[config.mk]
export PLATFORM = sky130hd
export DESIGN_NAME = chan_select_top
export DESIGN_NICKNAME = d
export VERILOG_FILES = /design/src/rtl/chan_sel_pkg.sv /design/src/rtl/cs_policy.sv /design/src/rtl/cs_mask_stage.sv /design/src/rtl/cs_evt_counter.sv /design/src/rtl/chan_select_top.sv
export SDC_FILE = /design/constraint.sdc
export NUM_CORES = 1
export LEC_CHECK = 0
export BUFFER_PORTS_ARGS = -buffer_cell sky130_fd_sc_hd__buf_2
export CAP_MARGIN = 0
export CORE_MARGIN = 4
export CORE_UTILIZATION = 45
export DETAILED_ROUTE_END_ITERATION = 8
export PLACE_DENSITY = 0.91
export RECOVER_POWER = 50
export SYNTH_ARGS = -nofsm -noshare
export SYNTH_HDL_FRONTEND = slang
export SYNTH_HIERARCHICAL = 1
export SYNTH_SLANG_ARGS = --single-unit
export TNS_END_PERCENT = 30
[constraint.sdc]
create_clock -name clk -period 2.5 [get_ports clk]
set_input_delay 0.25 -clock clk [delete_from_list [all_inputs] [get_ports clk]]
set_output_delay 0.25 -clock clk [all_outputs]
set_load 0.02 [all_outputs]
[src/rtl/chan_sel_pkg.sv]
// Shared encodings for the readout channel selection combiner.
// Assumes: the 2-bit codes below are the ones the configuration supplies.
package chan_sel_pkg;
    typedef enum logic [1:0] {
        POL_EXCL     = 2'd0,
        POL_ADD_TRK  = 2'd1,
        POL_ADD_CAND = 2'd2,
        POL_RSVD     = 2'd3
    } pol_e;

    typedef enum logic [1:0] {
        FULL_OFF   = 2'd0,
        FULL_SHORT = 2'd1,
        FULL_MID   = 2'd2,
        FULL_LONG  = 2'd3
    } full_e;
endpackage

[src/rtl/cs_policy.sv]
// Tracklet policy stage: merges or removes tracklet/candidate channels
// relative to the hit mask. Purely combinational.
// Assumes: inputs are stable while the event strobe is high.
module cs_policy
    import chan_sel_pkg::*;
#(
    parameter int NCH = 21
) (
    input  logic [NCH-1:0] hit_mask,
    input  logic [NCH-1:0] trk_mask,
    input  logic [NCH-1:0] cand_mask,
    input  logic [1:0]     policy,
    output logic [NCH-1:0] pol_mask
);
    pol_e pol;

    // Decode the policy code and form the merged mask.
    always_comb begin
        pol = pol_e'(policy);
        case (pol)
            POL_ADD_TRK:  pol_mask = hit_mask | trk_mask;
            POL_ADD_CAND: pol_mask = hit_mask | cand_mask;
            default:      pol_mask = hit_mask & ~(trk_mask | cand_mask);
        endcase
    end


    excl_no_trk_chk: assert final ((pol != POL_EXCL) || ((pol_mask & trk_mask) == '0));
endmodule

[src/rtl/cs_mask_stage.sv]
// Mask stage: optional AND with the channel enable mask, then optional OR
// with the always-send mask, then override to all ones on a forced event.
// Assumes: force_full comes from the event counter for the current event.
module cs_mask_stage #(
    parameter int NCH = 21
) (
    input  logic [NCH-1:0] pol_mask,
    input  logic           and_en,
    input  logic [NCH-1:0] adc_en_mask,
    input  logic           or_en,
    input  logic [NCH-1:0] keep_mask,
    input  logic           force_full,
    output logic [NCH-1:0] final_mask
);
    logic [NCH-1:0] and_stage;
    logic [NCH-1:0] or_stage;

    // Apply the enable AND, the keep OR, and the forced override in order.
    always_comb begin
        and_stage  = and_en ? (pol_mask & adc_en_mask) : pol_mask;
        or_stage   = or_en ? (and_stage | keep_mask) : and_stage;
        final_mask = force_full ? {NCH{1'b1}} : or_stage;
    end


    keep_after_and_chk: assert final (!or_en || ((final_mask & keep_mask) == keep_mask));
endmodule

[src/rtl/cs_evt_counter.sv]
// Event counter with forced full readout decode. The counter starts at zero
// and advances once per strobe; an event is forced when the low bits picked
// by the period selected in full_mode are all zero.
// Assumes: evt_stb is a single-cycle pulse per accepted event.
module cs_evt_counter
    import chan_sel_pkg::*;
#(
    parameter int LOG_SHORT = 7,
    parameter int LOG_MID   = 8,
    parameter int LOG_LONG  = 10
) (
    input  logic       clk,
    input  logic       rst_n,
    input  logic       evt_stb,
    input  logic [1:0] full_mode,
    output logic       force_full
);
    localparam int CNT_W = LOG_LONG;
    localparam logic [CNT_W-1:0] MSK_SHORT = CNT_W'((64'd1 << LOG_SHORT) - 64'd1);
    localparam logic [CNT_W-1:0] MSK_MID   = CNT_W'((64'd1 << LOG_MID) - 64'd1);
    localparam logic [CNT_W-1:0] MSK_LONG  = CNT_W'((64'd1 << LOG_LONG) - 64'd1);

    logic [CNT_W-1:0] cnt_q;
    logic [CNT_W-1:0] per_mask;

    // Count accepted events.
    always_ff @(posedge clk) begin
        if (!rst_n)       cnt_q <= '0;
        else if (evt_stb) cnt_q <= cnt_q + 1'b1;
    end

    // Select the period mask and decode the forced event.
    always_comb begin
        case (full_e'(full_mode))
            FULL_SHORT: per_mask = MSK_SHORT;
            FULL_MID:   per_mask = MSK_MID;
            FULL_LONG:  per_mask = MSK_LONG;
            default:    per_mask = '0;
        endcase
        force_full = (full_mode != 2'd0) && ((cnt_q & per_mask) == '0);
    end


    cnt_step_chk: assert property (@(posedge clk) disable iff (!rst_n)
        evt_stb |=> (cnt_q == CNT_W'($past(cnt_q) + 1'b1)));

    cnt_hold_chk: assert property (@(posedge clk) disable iff (!rst_n)
        !evt_stb |=> $stable(cnt_q));
endmodule

[src/rtl/chan_select_top.sv]
// Readout channel selection combiner top. Chains the policy stage, the mask
// stage and the event counter, and registers the result one cycle after the
// event strobe together with the valid, forced and header-skip flags.
// Assumes: all masks and options are valid in the strobe cycle.
module chan_select_top #(
    parameter int NCH       = 21,
    parameter int LOG_SHORT = 7,
    parameter int LOG_MID   = 8,
    parameter int LOG_LONG  = 10
) (
    input  logic           clk,
    input  logic           rst_n,
    input  logic           evt_stb,
    input  logic [NCH-1:0] hit_mask,
    input  logic [NCH-1:0] trk_mask,
    input  logic [NCH-1:0] cand_mask,
    input  logic [NCH-1:0] adc_en_mask,
    input  logic [NCH-1:0] keep_mask,
    input  logic [1:0]     policy,
    input  logic           and_en,
    input  logic           or_en,
    input  logic [1:0]     full_mode,
    input  logic           hdr_sup_en,
    output logic [NCH-1:0] sel_mask,
    output logic           sel_valid,
    output logic           full_evt,
    output logic           hdr_skip
);
    logic [NCH-1:0] pol_mask;
    logic [NCH-1:0] final_mask;
    logic           force_full;

    cs_policy #(.NCH(NCH)) u_policy (
        .hit_mask  (hit_mask),
        .trk_mask  (trk_mask),
        .cand_mask (cand_mask),
        .policy    (policy),
        .pol_mask  (pol_mask)
    );

    cs_evt_counter #(
        .LOG_SHORT (LOG_SHORT),
        .LOG_MID   (LOG_MID),
        .LOG_LONG  (LOG_LONG)
    ) u_cnt (
        .clk        (clk),
        .rst_n      (rst_n),
        .evt_stb    (evt_stb),
        .full_mode  (full_mode),
        .force_full (force_full)
    );

    cs_mask_stage #(.NCH(NCH)) u_mask (
        .pol_mask    (pol_mask),
        .and_en      (and_en),
        .adc_en_mask (adc_en_mask),
        .or_en       (or_en),
        .keep_mask   (keep_mask),
        .force_full  (force_full),
        .final_mask  (final_mask)
    );

    // Capture the result and flags on each event strobe.
    always_ff @(posedge clk) begin
        if (!rst_n) begin
            sel_mask <= '0;
            full_evt <= 1'b0;
            hdr_skip <= 1'b0;
        end else if (evt_stb) begin
            sel_mask <= final_mask;
            full_evt <= force_full;
            hdr_skip <= hdr_sup_en && (final_mask == '0);
        end
    end

    // Generate the single-cycle valid pulse.
    always_ff @(posedge clk) begin
        if (!rst_n) sel_valid <= 1'b0;
        else        sel_valid <= evt_stb;
    end


    full_all_ones_chk: assert property (@(posedge clk) disable iff (!rst_n)
        (sel_valid && full_evt) |-> (&sel_mask));

    skip_empty_chk: assert property (@(posedge clk) disable iff (!rst_n)
        hdr_skip |-> (sel_mask == '0));

    valid_after_stb_chk: assert property (@(posedge clk) disable iff (!rst_n)
        evt_stb |=> sel_valid);

    hold_between_chk: assert property (@(posedge clk) disable iff (!rst_n)
        !evt_stb |=> (!sel_valid && $stable(sel_mask) && $stable(hdr_skip)));

    and_limit_chk: assert property (@(posedge clk) disable iff (!rst_n)
        (evt_stb && and_en && !or_en) |=> (full_evt || ((sel_mask & ~$past(adc_en_mask)) == '0)));
endmodule

* After elaboration in Yosys (flattened, before gate mapping)
Cells that the tools add are included.
Word-level totals: register bits 34, output and inout port bits 24
Operators by class: add/sub/neg operators 1, equality and inequality tests 5, mux-type cells 5, bitwise gates (word level) 8, reduce and logical (&&, ||, !) cells 5
Operators with widths (number):
- bitwise OR 21 bit | 4
- two-way mux 21 bit | 3
- AND 21 bit | 2
- case mux 21 bit (2 select lines) | 1
- case mux 10 bit (3 select lines) | 1
- zero test 21 bit | 1
- NOT 21 bit | 1
- adder 10 x 1 -> 10 bit, second input constant | 1
- AND 10 bit | 1
- zero test 10 bit | 1
- == test 2 bit, second input constant | 3
- == test 2 x 1 -> 1 bit, second input constant | 2
- logical AND 1 bit | 2
- nonzero test 2 bit | 1

* Depth between registers and ports, before layout
depth after elaboration 11, mapped depth 9, depth with buffers taken out 8

* Modules after synthesis
The synthesis kept the hierarchy.
By module, submodules not included:
- chan_select_top | times used 1, cells each 84, area each 955.9 um2, sequential area each 480.5 um2
- cs_policy | times used 1, cells each 69, area each 620.6 um2, sequential area each 0.0 um2
- cs_evt_counter | times used 1, cells each 54, area each 474.2 um2, sequential area each 200.2 um2
- cs_mask_stage | times used 1, cells each 48, area each 375.4 um2, sequential area each 0.0 um2

* Worst setup path after synthesis
OpenSTA, ideal clock, no wires.
kind input to register, start point in policy[0], end point reg hdr_skip, data arrival time 1.937 ns, setup slack 0.494 ns, cell stages on the path 9, path buffers 1, path through inv_1 > ha_1 > buf_6 > mux2_4 > o21a_1 > a221o_1 > nor4_1 > nand4_1 > o21ai_1
On the way: cells in the longest elaborated chain, start to end 9
RTL lines:
- start: declaration | line chan_select_top.sv:19 | input logic [1:0] policy,
- == test 2 bit or == test 2 x 1 -> 1 bit (tied branches) | line cs_policy.sv:20 | case (pol)
- case mux 21 bit (2 select lines) * | line cs_policy.sv:20
- via pol_mask[7] | line chan_select_top.sv:29 | logic [NCH-1:0] pol_mask;
- AND 21 bit | line cs_mask_stage.sv:20 | and_stage = and_en ? (pol_mask & adc_en_mask) : pol_mask;
- two-way mux 21 bit * | line cs_mask_stage.sv:20
- bitwise OR 21 bit | line cs_mask_stage.sv:21 | or_stage = or_en ? (and_stage | keep_mask) : and_stage;
- two-way mux 21 bit * | line cs_mask_stage.sv:21
- two-way mux 21 bit * | line cs_mask_stage.sv:22 | final_mask = force_full ? {NCH{1'b1}} : or_stage;
- via final_mask[7] | line chan_select_top.sv:30 | logic [NCH-1:0] final_mask;
- zero test 21 bit * | line chan_select_top.sv:72 | hdr_skip <= hdr_sup_en && (final_mask == '0);
- logical AND 1 bit * | line chan_select_top.sv:72
- end signal: assignment | line chan_select_top.sv:72
- end: declaration | line chan_select_top.sv:27 | output logic hdr_skip
The timed path passes the listed nets; every way through them passes the cells marked *. A chain may end at the register's enable or synchronous reset.

* Final worst setup path
Same ends and word-level chain as after synthesis.

==> results.md <==
* Run status: finished clean
* Highest Clock Rate at about 0.48 GHz
* Hold Path Depth at 4
* Number of synthesized register bits at 34
* Worst EP arrival at between 2 and 2.5 ns
* Vias post-DR at 2552
* DR WL met2 at ~3.9 mm
* RSZ-0062 raised after global routing: false
* ANT cells at 0
* Clock Skew at ~0.0071 ns
* Leak at around 1.4 nW
* Synth Warn # at 6
* Synth top area cells: dfxtp_1 (28%), mux2_4 (12%), mux2i_1 (9.5%)
* GP Congestion at between 0.8 and 0.9
* # Post-CTS Setup Buffers at 0
* Nets at 505
* Clk slew on worst S/H paths at about 0.070 ns
* Clock root cell: clkbuf_8
* CTS tree: built
* Wirelength per Cell at 16.7 um
* CTS buffer count at 5
* Max Root-Sink Buffers at 2
* Die W at roughly 80 um
* Hold slack at 0.409 ns
* HPWL Detailed at roughly 6.0 mm
* DRC violations left at 0
* Pin count of the biggest net entering global routing at 27
* Vias in the first global route at 2442
* Synth top area share at 0.281
* Met3 WL at 708 um
* Post-synthesis mux area share at 0.223
* Cell area after layout at roughly 3200 um^2
* Critical Path RT at around 2.7 ns
* Post-CTS Resized at 0
* Sequential share of the synthesized area at 0.281
* Power per Cell Area at around 540 nW/um^2
* Synthesized Nets at about 370
* DP Area at 3140 um^2
* WL met1 at about 3 mm
* Layout cells sized above 1 at 0.383
* Syn_area_per_cell at about 9.5 um^2
* Largest family of logic cells by synthesized area: compound AO/OA/AOI/OAI gates
* DR iter-0 viols at 129
* Fin worst setup slack at about 0.43 ns
* Post-Route Setup TNS at 0 ns
* Synth Area in XOR/XNOR at 0.0144
* Fraction of registers with async set/reset at 0
* Io pins at 139
* Total of max-cap violations at 0
* Core area at a little over 5000 um^2
* Initial antenna violation count at 0
* Post-place setup slack at around 0.16 ns
* CP endpoint kind: flop
* Final worst path period need at between 2 and 2.5 ns
* Clock latency on the worst-skew pair at around 0.28 ns
* DIE HEIGHT at between 80 and 90 um
* Worst vdd ir at roughly 0.33 mV
* Row Count at 26
* Hold Crit Class: primary input to flop
* First-pass GRT wire length at ~11 mm
* Compound-cell area share of the yosys netlist at 0.224
* ANT nets after route at 0
* Slew Limit Headroom at 0.335
* Final slew viol count at 0
* EDFF count, synth at 0
* Hold Vio Cnt, Final at 0
* Mapped cell area at 2430 um^2
* CTS Sinks at 34
* Mapped Cells at ~260
* Cts hold-fix bufs at 0
* Detailed Route WL at roughly 7.7 mm
* Crit-path slowest cell: a221o_1
* Synth cell types at 35
* # setup viols final at 0
* Synth Area in Adders at 0.0103
* Vias/cell at around 5.6
* Uppermost layer routed: met4
* Worst r2r path cells at 8
* Largest area contributor in the netlist: dfxtp_1
* H-tree Lvls at 2
* Slowest Stage Delay on Critical Path at ~0.36 ns
* Area growth syn-to-layout at 33.3%
* First-pass iteration count of the detailed router at 5
* Worst Path Max Fanout at 21
* Synth Flop Type: dfxtp_1
* Total gr overflow at 0
* Worst Tran Pin Value at ~1.0 ns
* Port Buffer Count at about 140
* Synth Area in Simple Gates at 0.198
* Startpoint Class: primary input
* All-Layer GR Usage at 0.211
* WS Path Type: primary input to flop
* Initial cell density of the core at 0.469
* Die area at ~6600 um^2
* Final Cycle Share at 0.830
* CP Cell Sequence: buf_2 > inv_1 > ha_1 > buf_12 > mux2_4 > o21a_1 > a221o_1 > nor4_1 > nand3_1 > o21ai_1
[power by group]
| group | internal [mW] | leakage [nW] | switching (mW) |
|---|---|---|---|
| Combinational | 0.250 | 1.09 | 0.259 |
| Sequential | 0.583 | 0.280 | 0.0296 |
| Clock | 0.425 | 0.0714 | 0.199 |
| Total | 1.26 | 1.44 | 0.488 |
[state kept, by name, summed over array words and instances, names as in the netlist]
| signal | cells |
|---|---|
| sel_valid | 1 |
| sel_mask | 21 |
| hdr_skip | 1 |
| u_cnt/cnt_q | 10 |
| full_evt | 1 |
[worst paths after layout]
check	startpoint	slack, ns	end
worst min register to register	u_cnt/cnt_q[9]	0.49	u_cnt/cnt_q[9]
worst min-delay path	keep_mask[9]	0.41	sel_mask[9]
worst max register to register	u_cnt/cnt_q[0]	0.56	hdr_skip
worst max-delay path	policy[0]	0.43	hdr_skip
[logic make-up after synthesis]
group | after synthesis
AOI/OAI and AO/OA | 76
xor gates and xnor gates | 4
adders and majority gates | 2
buffers and inverters | 18
DFF | 34
muxes | 44
and+or+nand+nor | 77
[synthesized netlist by cell type (2+ instances only)]
cell      instances
ha_1              2
mux2i_1          23
buf_2             4
nand3b_1          2
buf_6             4
o21ai_0          25
xor2_1            3
dfxtp_1          34
nand4_1           4
nor2_1            5
nor3_1            2
o31ai_1           2
nand2_1           6
clkbuf_4          2
a21oi_1           6
o21a_1           21
nor4_1            5
a221o_1          21
nor2b_1          22
or4_1             2
mux2_4           20
clkbuf_1          5
nand2b_1         22
or3_2             2
[through the flow]
stage	std cells	utilization	power, mW
floorplan	255	-	0.945
CTS	459	0.634	1.76
global route	459	0.625	1.82
detailed placement	451	0.606	1.14
finish	459	0.625	1.75
global placement	451	0.606	1.13
[metal layers]
metal,vias to the layer above,global-route usage
met5,-,0
met4,0,0.0642
met3,11,0.0417
met2,135,0.388
met1,1188,0.244
li1,1218,-
[cells in the final DEF, fill, tap and decap left out, types with 3 or more instances in the layout]
master | Yosys | layout
mux2_4 | 20 | 20
xor2_1 | 3 | 3
o21ai_0 | 25 | 25
nor2b_1 | 22 | 22
nand4_1 | 4 | 5
mux2i_1 | 23 | 23
nand2_1 | 6 | 6
buf_4 | 0 | 3
buf_2 | 4 | 113
dfxtp_1 | 34 | 34
a21oi_1 | 6 | 5
o21a_1 | 21 | 21
nand2b_1 | 22 | 22
nor2_1 | 5 | 5
clkbuf_1 | 5 | 25
clkbuf_8 | 0 | 6
a221o_1 | 21 | 21
nor4_1 | 5 | 5
[critical path, delay by kind of cell]
family	cells	cell delay, ns
buffers and inverters	3	0.35
adder cells (fa/ha/maj)	1	0.19
AND/OR/NAND/NOR	2	0.50
multiplexers	1	0.32
AO/OA/AOI/OAI	3	0.68
[cell type report]
cell class	count	area (um^2)
fillers	456	1940
multi-input cells	203	1610
repair buffers	142	702
flip-flops and latches	34	681
well taps	70	87.6
clock buffers	6	82.6
clock inverters	2	60.1
inverters	2	7.51
Power figures use the tool's default switching activity.
